File: config.mk
export PLATFORM = sky130hd
export DESIGN_NAME = alu_core
export DESIGN_NICKNAME = d
export VERILOG_FILES = /design/src/rtl/alu_pkg.sv /design/src/rtl/alu_ctrl.sv /design/src/rtl/alu_dpath.sv /design/src/rtl/alu_core.sv
export SDC_FILE = /design/constraint.sdc
export NUM_CORES = 1
export LEC_CHECK = 0
export ABC_AREA = 1
export BUFFER_PORTS_ARGS = -buffer_cell sky130_fd_sc_hd__buf_4
export CAP_MARGIN = 0
export CELL_PAD_IN_SITES_DETAIL_PLACEMENT = 0
export CELL_PAD_IN_SITES_GLOBAL_PLACEMENT = 1
export CORE_MARGIN = 2
export CORE_UTILIZATION = 27
export DETAILED_ROUTE_END_ITERATION = 8
export GPL_ROUTABILITY_DRIVEN = 0
export PLACE_DENSITY = 0.59
export SYNTH_ARGS = -nofsm -noshare
export SYNTH_HDL_FRONTEND = slang
export SYNTH_SLANG_ARGS = --single-unit
File: constraint.sdc
create_clock -name clk -period 0.8 [get_ports clk]
set_input_delay 0.08 -clock clk [delete_from_list [all_inputs] [get_ports clk]]
set_output_delay 0.08 -clock clk [all_outputs]
set_load 0.005 [all_outputs]
File: src/rtl/alu_pkg.sv
package alu_pkg;

  typedef enum logic [3:0] {
    OP_AND = 4'h0, OP_EOR = 4'h1, OP_SUB = 4'h2, OP_RSB = 4'h3,
    OP_ADD = 4'h4, OP_ADC = 4'h5, OP_SBC = 4'h6, OP_RSC = 4'h7,
    OP_TST = 4'h8, OP_TEQ = 4'h9, OP_CMP = 4'hA, OP_CMN = 4'hB,
    OP_ORR = 4'hC, OP_MOV = 4'hD, OP_BIC = 4'hE, OP_MVN = 4'hF
  } aluOp_e;

  typedef enum logic [3:0] {
    CC_EQ = 4'h0, CC_NE = 4'h1, CC_CS = 4'h2, CC_CC = 4'h3,
    CC_MI = 4'h4, CC_PL = 4'h5, CC_VS = 4'h6, CC_VC = 4'h7,
    CC_HI = 4'h8, CC_LS = 4'h9, CC_GE = 4'hA, CC_LT = 4'hB,
    CC_GT = 4'hC, CC_LE = 4'hD, CC_AL = 4'hE, CC_NV = 4'hF
  } cond_e;

  typedef enum logic [1:0] {
    CIN_ZERO = 2'd0,
    CIN_ONE  = 2'd1,
    CIN_FLAG = 2'd2
  } carrySel_e;

  typedef enum logic [2:0] {
    LG_AND  = 3'd0,
    LG_EOR  = 3'd1,
    LG_ORR  = 3'd2,
    LG_PASS = 3'd3,
    LG_BIC  = 3'd4,
    LG_NOT  = 3'd5
  } logicSel_e;

  // strobes from control to datapath
  typedef struct packed {
    logic      arith;
    logic      swapOps;
    logic      invY;
    carrySel_e cinSel;
    logicSel_e lgSel;
  } dpStrobe_t;

  localparam int FLAG_N = 3;
  localparam int FLAG_Z = 2;
  localparam int FLAG_C = 1;
  localparam int FLAG_V = 0;

endpackage

File: src/rtl/alu_ctrl.sv
module alu_ctrl
  import alu_pkg::*;
(
  input  logic [3:0] opcode,
  input  logic       setFlags,
  input  logic [3:0] condCode,
  input  logic [3:0] flagsIn,
  output dpStrobe_t  dpStrobe,
  output logic       execute,
  output logic       writeRes,
  output logic       writeFlags
);

  logic fN, fZ, fC, fV;
  logic isCompare;

  assign fN = flagsIn[FLAG_N];
  assign fZ = flagsIn[FLAG_Z];
  assign fC = flagsIn[FLAG_C];
  assign fV = flagsIn[FLAG_V];

  always_comb begin
    unique case (cond_e'(condCode))
      CC_EQ: execute = fZ;
      CC_NE: execute = !fZ;
      CC_CS: execute = fC;
      CC_CC: execute = !fC;
      CC_MI: execute = fN;
      CC_PL: execute = !fN;
      CC_VS: execute = fV;
      CC_VC: execute = !fV;
      CC_HI: execute = fC && !fZ;
      CC_LS: execute = !fC || fZ;
      CC_GE: execute = (fN == fV);
      CC_LT: execute = (fN != fV);
      CC_GT: execute = (fN == fV) && !fZ;
      CC_LE: execute = (fN != fV) || fZ;
      CC_AL: execute = 1'b1;
      default: execute = 1'b0;
    endcase
  end

  always_comb begin
    dpStrobe = '{arith: 1'b0, swapOps: 1'b0, invY: 1'b0,
                 cinSel: CIN_ZERO, lgSel: LG_AND};
    unique case (aluOp_e'(opcode))
      OP_AND, OP_TST: dpStrobe.lgSel = LG_AND;
      OP_EOR, OP_TEQ: dpStrobe.lgSel = LG_EOR;
      OP_ORR:         dpStrobe.lgSel = LG_ORR;
      OP_MOV:         dpStrobe.lgSel = LG_PASS;
      OP_BIC:         dpStrobe.lgSel = LG_BIC;
      OP_MVN:         dpStrobe.lgSel = LG_NOT;
      OP_SUB, OP_CMP: begin
        dpStrobe.arith  = 1'b1;
        dpStrobe.invY   = 1'b1;
        dpStrobe.cinSel = CIN_ONE;
      end
      OP_RSB: begin
        dpStrobe.arith   = 1'b1;
        dpStrobe.swapOps = 1'b1;
        dpStrobe.invY    = 1'b1;
        dpStrobe.cinSel  = CIN_ONE;
      end
      OP_ADD, OP_CMN: dpStrobe.arith = 1'b1;
      OP_ADC: begin
        dpStrobe.arith  = 1'b1;
        dpStrobe.cinSel = CIN_FLAG;
      end
      OP_SBC: begin
        dpStrobe.arith  = 1'b1;
        dpStrobe.invY   = 1'b1;
        dpStrobe.cinSel = CIN_FLAG;
      end
      default: begin // OP_RSC
        dpStrobe.arith   = 1'b1;
        dpStrobe.swapOps = 1'b1;
        dpStrobe.invY    = 1'b1;
        dpStrobe.cinSel  = CIN_FLAG;
      end
    endcase
  end

  assign isCompare  = (opcode[3:2] == 2'b10);
  assign writeRes   = execute && !isCompare;
  assign writeFlags = execute && (setFlags || isCompare);

endmodule

File: src/rtl/alu_dpath.sv
module alu_dpath
  import alu_pkg::*;
#(
  parameter int DATA_W = 32
) (
  input  logic [DATA_W-1:0] opA,
  input  logic [DATA_W-1:0] opB,
  input  logic              shCarry,
  input  logic              carryIn,
  input  logic              ovfIn,
  input  dpStrobe_t         dpStrobe,
  output logic [DATA_W-1:0] result,
  output logic [3:0]        newFlags
);

  localparam int MSB = DATA_W - 1;

  logic [DATA_W-1:0] addX, addYRaw, addY, logicRes;
  logic [DATA_W:0]   sum;
  logic              cin, cOut, vOut;

  assign addX    = dpStrobe.swapOps ? opB : opA;
  assign addYRaw = dpStrobe.swapOps ? opA : opB;
  assign addY    = dpStrobe.invY ? ~addYRaw : addYRaw;

  always_comb begin
    unique case (dpStrobe.cinSel)
      CIN_ONE:  cin = 1'b1;
      CIN_FLAG: cin = carryIn;
      default:  cin = 1'b0;
    endcase
  end

  assign sum = {1'b0, addX} + {1'b0, addY} + {{DATA_W{1'b0}}, cin};

  always_comb begin
    unique case (dpStrobe.lgSel)
      LG_AND:  logicRes = opA & opB;
      LG_EOR:  logicRes = opA ^ opB;
      LG_ORR:  logicRes = opA | opB;
      LG_PASS: logicRes = opB;
      LG_BIC:  logicRes = opA & ~opB;
      default: logicRes = ~opB;
    endcase
  end

  assign result = dpStrobe.arith ? sum[DATA_W-1:0] : logicRes;
  assign cOut   = dpStrobe.arith ? sum[DATA_W] : shCarry;
  assign vOut   = dpStrobe.arith ?
                  ((addX[MSB] == addY[MSB]) && (sum[MSB] != addX[MSB])) : ovfIn;

  always_comb begin
    newFlags         = '0;
    newFlags[FLAG_N] = result[MSB];
    newFlags[FLAG_Z] = (result == '0);
    newFlags[FLAG_C] = cOut;
    newFlags[FLAG_V] = vOut;
  end

endmodule

File: src/rtl/alu_core.sv
module alu_core
  import alu_pkg::*;
#(
  parameter int DATA_W = 32
) (
  input  logic              clk,
  input  logic              rstN,
  input  logic              inValid,
  input  logic [DATA_W-1:0] opA,
  input  logic [DATA_W-1:0] opB,
  input  logic              shCarry,
  input  logic [3:0]        opcode,
  input  logic              setFlags,
  input  logic [3:0]        condCode,
  input  logic [3:0]        flagsIn,
  output logic              outValid,
  output logic              executed,
  output logic              regWrite,
  output logic              flagsWrite,
  output logic [DATA_W-1:0] result,
  output logic [3:0]        flagsOut
);

  dpStrobe_t         dpStrobe;
  logic              execute, writeRes, writeFlags;
  logic [DATA_W-1:0] dpResult;
  logic [3:0]        newFlags;

  alu_ctrl uCtrl (
    .opcode     (opcode),
    .setFlags   (setFlags),
    .condCode   (condCode),
    .flagsIn    (flagsIn),
    .dpStrobe   (dpStrobe),
    .execute    (execute),
    .writeRes   (writeRes),
    .writeFlags (writeFlags)
  );

  alu_dpath #(.DATA_W(DATA_W)) uDpath (
    .opA      (opA),
    .opB      (opB),
    .shCarry  (shCarry),
    .carryIn  (flagsIn[FLAG_C]),
    .ovfIn    (flagsIn[FLAG_V]),
    .dpStrobe (dpStrobe),
    .result   (dpResult),
    .newFlags (newFlags)
  );

  always_ff @(posedge clk or negedge rstN) begin
    if (!rstN) begin
      outValid   <= 1'b0;
      executed   <= 1'b0;
      regWrite   <= 1'b0;
      flagsWrite <= 1'b0;
      result     <= '0;
      flagsOut   <= '0;
    end else if (inValid) begin
      outValid   <= 1'b1;
      executed   <= execute;
      regWrite   <= writeRes;
      flagsWrite <= writeFlags;
      result     <= dpResult;
      flagsOut   <= writeFlags ? newFlags : flagsIn;
    end else begin
      outValid   <= 1'b0;
      executed   <= 1'b0;
      regWrite   <= 1'b0;
      flagsWrite <= 1'b0;
    end
  end

endmodule

==> results.json, run 1 <==
{
  "status": "finished, violations left",
  "violations": "setup timing",
  "grt_antenna_before_repair": 0,
  "ys_seq_elements": 40,
  "most-common-layout-cells": "buf_4, nand2_1, inv_1",
  "synth_top_cell_area_share_pct": 20.3,
  "p_int_mw": 11.7,
  "hold_class": "in2reg",
  "multi_input_area_sq_um": 7500,
  "synth_cell_type_count": 44,
  "fin_crit_ps": 2840,
  "nets": 2054,
  "clock_tree.root_cell": "clkbuf_16",
  "grt-ovfl-total": 0,
  "pre_cts_slack_ps": -2730,
  "fin_ws_ps": -2040,
  "via_per_inst": 4.79,
  "drt_iter0_markers": 617,
  "switching_power_mw": 9.59,
  "wl_per_cell_um": 17.4,
  "synthCells": 1388,
  "drive_above_1_share_pct": 51.4,
  "wl_um": 39800,
  "clk_pin_slew_worst_paths_ps": 80,
  "hold_viol": 0,
  "p_comb_share_pct": 75.1,
  "grt_max_degree": 39,
  "synth.top_cells.by_area": "nand2_1, dfrtp_1, ha_1",
  "reg2reg_from": "result[20]",
  "slowest_stage": "ha_1",
  "floorplan.initialDensity_pct": 27.6,
  "critPathLaunch": "opcode[0]",
  "cts_buffers": 5,
  "synth-edff-count": 0,
  "ff_latch_area_sq_um": 1000,
  "worst_pin_slew_ps": 468,
  "dpl-instance-area_sq_um": 11800,
  "fp-row-count": 61,
  "grt_usage_pct": 25.5,
  "crit_arrival_ps": 3080,
  "required_ps": 1040,
  "die_x_um": 173,
  "critPathMaxStageDelay_ps": 280,
  "wl_met1_um": 16900,
  "finalSetupViolations": 76,
  "peakVddDrop_mv": 0.787,
  "routed-wl-met2_um": 19900,
  "synth_nets": 1534,
  "crit_fanout": 6,
  "crit_type": "in2reg",
  "final_common_cell": "buf_4",
  "fin_worst_skew_ps": 0,
  "layoutNonFillerInstCount": 2287,
  "antenna_cells": 0,
  "grt_pass1_vias": 10767,
  "rsz0062_at_grt": "yes",
  "grt_pass1_wl_um": 59800,
  "p_sw_share_pct": 45.0,
  "wl_met3_um": 1300,
  "synth_flop_cell": "dfrtp_1",
  "ys.warnings.count": 0,
  "crit_path_start_kind": "input port",
  "avgSynthCellArea_sq_um": 5.53,
  "route.detailed.drc": 0,
  "cts.sinks": 40,
  "seq_area_frac_synth_pct": 13.0,
  "fin_util_pct": 54.4,
  "synth_top_area_cell": "nand2_1",
  "drt_first_pass_iters": 7,
  "place_inst": 2191,
  "die-height_um": 173,
  "cts_tree": "built",
  "fmax_mhz": 352,
  "stdcell_area_sq_um": 15100,
  "htreeDepth": 2,
  "cts_max_path_buffers": 2,
  "clkPwrFrac_pct": 12.4,
  "async_flop_share_pct": 100,
  "dieArea_sq_um": 29800,
  "finalMaxSlewViolations": 0,
  "cp_common_cell": "nand2_4",
  "relSlewSlack_pct": 68.5,
  "antenna_left": 0,
  "crit_path_end_kind": "register",
  "p_leak_nw": 7.60,
  "dp_hpwl_um": 30200,
  "core_sq_um": 27900,
  "highest_layer": "met4",
  "syn_area_sq_um": 7680,
  "p_per_area_nw_per_um2": 1410,
  "vias": 10952,
  "cap_viol_max_count": 0,
  "syn_to_final_growth_pct": 97.3,
  "portBuffers": 120,
  "n_fill_cell": 2779,
  "setup_tns_ps": -61560,
  "min-delay-start": "setFlags",
  "post-route-period-util_pct": 355,
  "io-pin-count": 121,
  "clk_latency_ps": 300,
  "p_seq_share_pct": 12.6
}
-- power groups by stage --
stage,Sequential [mW],Combinational [mW],Clock (mW)
2_1_floorplan,2.64,5.10,0
3_3_place_gp,2.67,11.1,0
3_5_place_dp,2.67,11.1,0
4_1_cts,2.69,13.6,2.71
5_1_grt,2.73,17.2,2.75
6_report,2.68,16.0,2.64
-- registers in the layout (all words and copies together), names as in the netlist --
signal and flops:
flagsOut 4, result 32, executed 1, flagsWrite 1, regWrite 1, outValid 1
-- stage by stage --
| step | power (mW) | hold slack (ps) |
|---|---|---|
| floorplan | 7.74 | -216 |
| global placement | 13.7 | 25.1 |
| detailed placement | 13.7 | 28.8 |
| CTS | 19.0 | 18.1 |
| global route | 22.7 | 38.0 |
| finish | 21.3 | 5.12 |
-- layer usage --
layer / GRT usage, % / up-vias
met1: 32.0 / 5061
met3: 2.18 / 70
li1: - / 5543
met4: 9.47 / 0
met2: 45.4 / 278
met5: 0 / -
-- final cells by class --
cell class | count | area share, %
Multi-Input combinational cell | 1100 | 49.5
Clock inverter | 3 | 0.306
Timing Repair Buffer | 568 | 34.7
Clock buffer | 5 | 0.826
Sequential cell | 40 | 6.61
Tap cell | 378 | 3.12
Inverter | 193 | 4.92
-- what timing repair did --
item / 4_1_cts / 5_1_grt
pin swaps: 136 / 111
setup endpoints to repair: 79 / 79
cloned: 7 / 4
hold buffers: 2 / 0
resized for setup: 346 / 286
hold endpoints to repair: 41 / 0
setup buffers: 53 / 30
-- cells by family after synthesis --
kind of cell               Yosys count  synth area share, %
adders and majority gates           65                 10.8
and+or+nand+nor                    741                 40.4
DFF                                 40                 13.0
AOI/OAI and AO/OA                  260                 18.8
xor gates and xnor gates            34                 3.88
buffers and inverters              248                 13.0
-- final timing paths --
kind	endpoint	slack [ps]	cells past startpoint
max in group asynchronous	result[30]	340	3
max	flagsOut[2]	-2040	27
max reg2reg	result[20]	-80	3
min in group asynchronous	result[11]	230	3
min	flagsWrite	5	3
min reg2reg	result[1]	520	2
-- Yosys cell counts, types with 14 or more instances --
| library cell | instances |
|---|---|
| nand2_1 | 416 |
| inv_1 | 188 |
| nor2_1 | 151 |
| nand3_1 | 112 |
| o21ai_0 | 101 |
| a21oi_1 | 93 |
| ha_1 | 63 |
| dfrtp_1 | 40 |
| xor2_1 | 33 |
| clkbuf_1 | 26 |
| a31oi_1 | 25 |
| buf_2 | 18 |
| nand3b_1 | 15 |
| nor3_1 | 14 |
-- worst max-delay path, delay by kind of cell --
kind                       cells  cell delay (ps)
buffers and inverters          8              900
adders and majority gates      1              280
and+or+nand+nor               15             1470
xor gates and xnor gates       1              160
AOI/OAI and AO/OA              2              170
Power figures use the tool's default switching activity.
==> run 2, diff against run 1 <==
--- a/config.mk
+++ b/config.mk
@@ -18,3 +18,4 @@
 export SYNTH_ARGS = -nofsm -noshare
 export SYNTH_HDL_FRONTEND = slang
 export SYNTH_SLANG_ARGS = --single-unit
+export TNS_END_PERCENT = 10
==> results.json, run 2 (synthesis results as in run 1) <==
{
  "worst_pin_slew_ps": 469,
  "stdcell_area_sq_um": 13800,
  "fin_worst_skew_ps": 0,
  "cts_buffers": 5,
  "dieArea_sq_um": 29800,
  "nets": 2010,
  "grt_busiest_layer": "met2",
  "grt_max_degree": 35,
  "htreeDepth": 2,
  "hold_viol": 0,
  "floorplan.initialDensity_pct": 27.6,
  "cts.sinks": 40,
  "post-route-period-util_pct": 358,
  "top_register": "result",
  "die-height_um": 173,
  "whs_ps": 22.0,
  "n_fill_cell": 2913,
  "grt_usage_pct": 24.4,
  "reg2reg_depth": 2,
  "hold_class": "in2reg",
  "pre_cts_slack_ps": -2760,
  "dp_hpwl_um": 30200,
  "portBuffers": 120,
  "grt-ovfl-total": 0,
  "holdPathEnd": "flagsWrite",
  "drive_above_1_share_pct": 43.3,
  "cts_tree": "built",
  "worstReg2RegEnd": "result[30]",
  "drt_first_pass_iters": 5,
  "violations": "setup timing",
  "crit_path_end_kind": "register",
  "crit_fanout": 4,
  "largest_reg_flops": 32,
  "route.detailed.drc": 0,
  "largestRegisters": "result: 32 flops, flagsOut: 4 flops",
  "crit_arrival_ps": 3110,
  "grt_pass1_vias": 10306,
  "p_seq_share_pct": 13.9,
  "finalSetupViolations": 76,
  "dpl-instance-area_sq_um": 11700,
  "crit_path_start_kind": "input port",
  "setup_tns_ps": -60960,
  "core_sq_um": 27900,
  "relSlewSlack_pct": 68.4,
  "fin_crit_ps": 2870,
  "fp-row-count": 61,
  "clk_latency_ps": 310,
  "p_per_area_nw_per_um2": 1400,
  "clk_pin_slew_worst_paths_ps": 80,
  "io-pin-count": 121,
  "fmax_mhz": 349,
  "p_leak_nw": 7.03,
  "min_path_cells": 3,
  "rsz0062_at_grt": "yes",
  "antenna_left": 0,
  "p_sw_share_pct": 45.2,
  "most-common-layout-cells": "buf_4, nand2_1, inv_1",
  "cts_max_path_buffers": 2,
  "rrSetupSlack_ps": 30,
  "die_x_um": 173,
  "final_common_cell": "buf_4",
  "fin_util_pct": 49.6,
  "cap_viol_max_count": 0,
  "min-delay-start": "setFlags",
  "via_per_inst": 4.82,
  "drt_iter0_markers": 586,
  "grt_util_met2_pct": 43.8,
  "fin_ws_ps": -2070,
  "wl_per_cell_um": 17.0,
  "use_met1_pct": 29.9,
  "finalMaxSlewViolations": 0,
  "grt_antenna_before_repair": 0,
  "required_ps": 1040,
  "crit_type": "in2reg",
  "syn_to_final_growth_pct": 79.9,
  "reg2reg_from": "result[30]",
  "peakVddDrop_mv": 0.962,
  "wl_um": 38100,
  "status": "finished, violations left",
  "clkPwrFrac_pct": 13.9,
  "met3_usage_pct": 2.73,
  "vias": 10802,
  "p_int_mw": 10.6,
  "p_comb_share_pct": 72.1,
  "clock_tree.root_cell": "clkbuf_16",
  "antenna_cells": 0,
  "switching_power_mw": 8.73,
  "grt_pass1_wl_um": 56900
}
[run 2: power by group through the flow]
stage	Sequential [mW]	Clock (mW)	Combinational [mW]
finish	2.69	2.69	13.9
global route	2.74	2.83	15.0
global placement	2.66	0	10.9
CTS	2.63	2.78	12.3
floorplan	2.64	0	4.97
detailed placement	2.67	0	10.9
[run 2: area by class of cell]
cell class                 instances  area (sq um)  share of cell area (%)
clock inverter                     3          46.3                   0.335
tap                              378           473                    3.42
inverter                         193           734                    5.32
sequential                        40          1000                    7.25
timing repair buffer             524          4550                    32.9
multi-input combinational       1100          6880                    49.8
clock buffer                       5           125                   0.906
[run 2: repair_timing]
item	CTS	global route
hold buffers	2	0
pin swaps	69	55
cloned	3	1
setup buffers	29	16
resized for setup	178	226
endpoints found under the hold margin	41	0
setup endpoints to repair	79	79
[run 2: worst max path at each step]
stage                    from          end  slack (ps)  depth (start not counted)
floorplan           opcode[0]  flagsOut[2]       -2020                         23
global placement    opcode[0]  flagsOut[2]       -2750                         24
detailed placement  opcode[0]  flagsOut[2]       -2760                         23
CTS                 opcode[3]  flagsOut[2]       -2020                         25
global route        opcode[1]  flagsOut[2]       -2220                         25
finish              opcode[0]  flagsOut[2]       -2070                         26
[run 2: metrics by stage]
stage	instances	power, mW
5_1_grt	2243	20.6
4_1_cts	2228	17.7
6_report	2243	19.3
3_5_place_dp	2187	13.5
3_3_place_gp	2187	13.5
2_1_floorplan	1388	7.61
[run 2: layer usage]
layer  routed length (um)  up-vias
met4                 1250        0
met2                18800      271
li1                     -     5469
met3                 1540       58
met5                    0        -
met1                16500     5004
[run 2: critical path: stages]
cell and delay [ps]:
buf_8 80, nand2_4 50, nor2_4 200, buf_6 140
buf_6 80, nand2_2 40, o21ai_2 70, xor2_2 170
fa_2 240, inv_4 50, fa_2 360, nand2_4 80
a21oi_4 80, nand2_2 90, nand2_2 60, buf_6 120
nand2_2 50, nand2_2 70, or2_4 260, nand3_4 90
nand2_2 70, nor2_4 130, nand3_2 110, nor2_4 100
nand3_1 90, a21oi_2 120
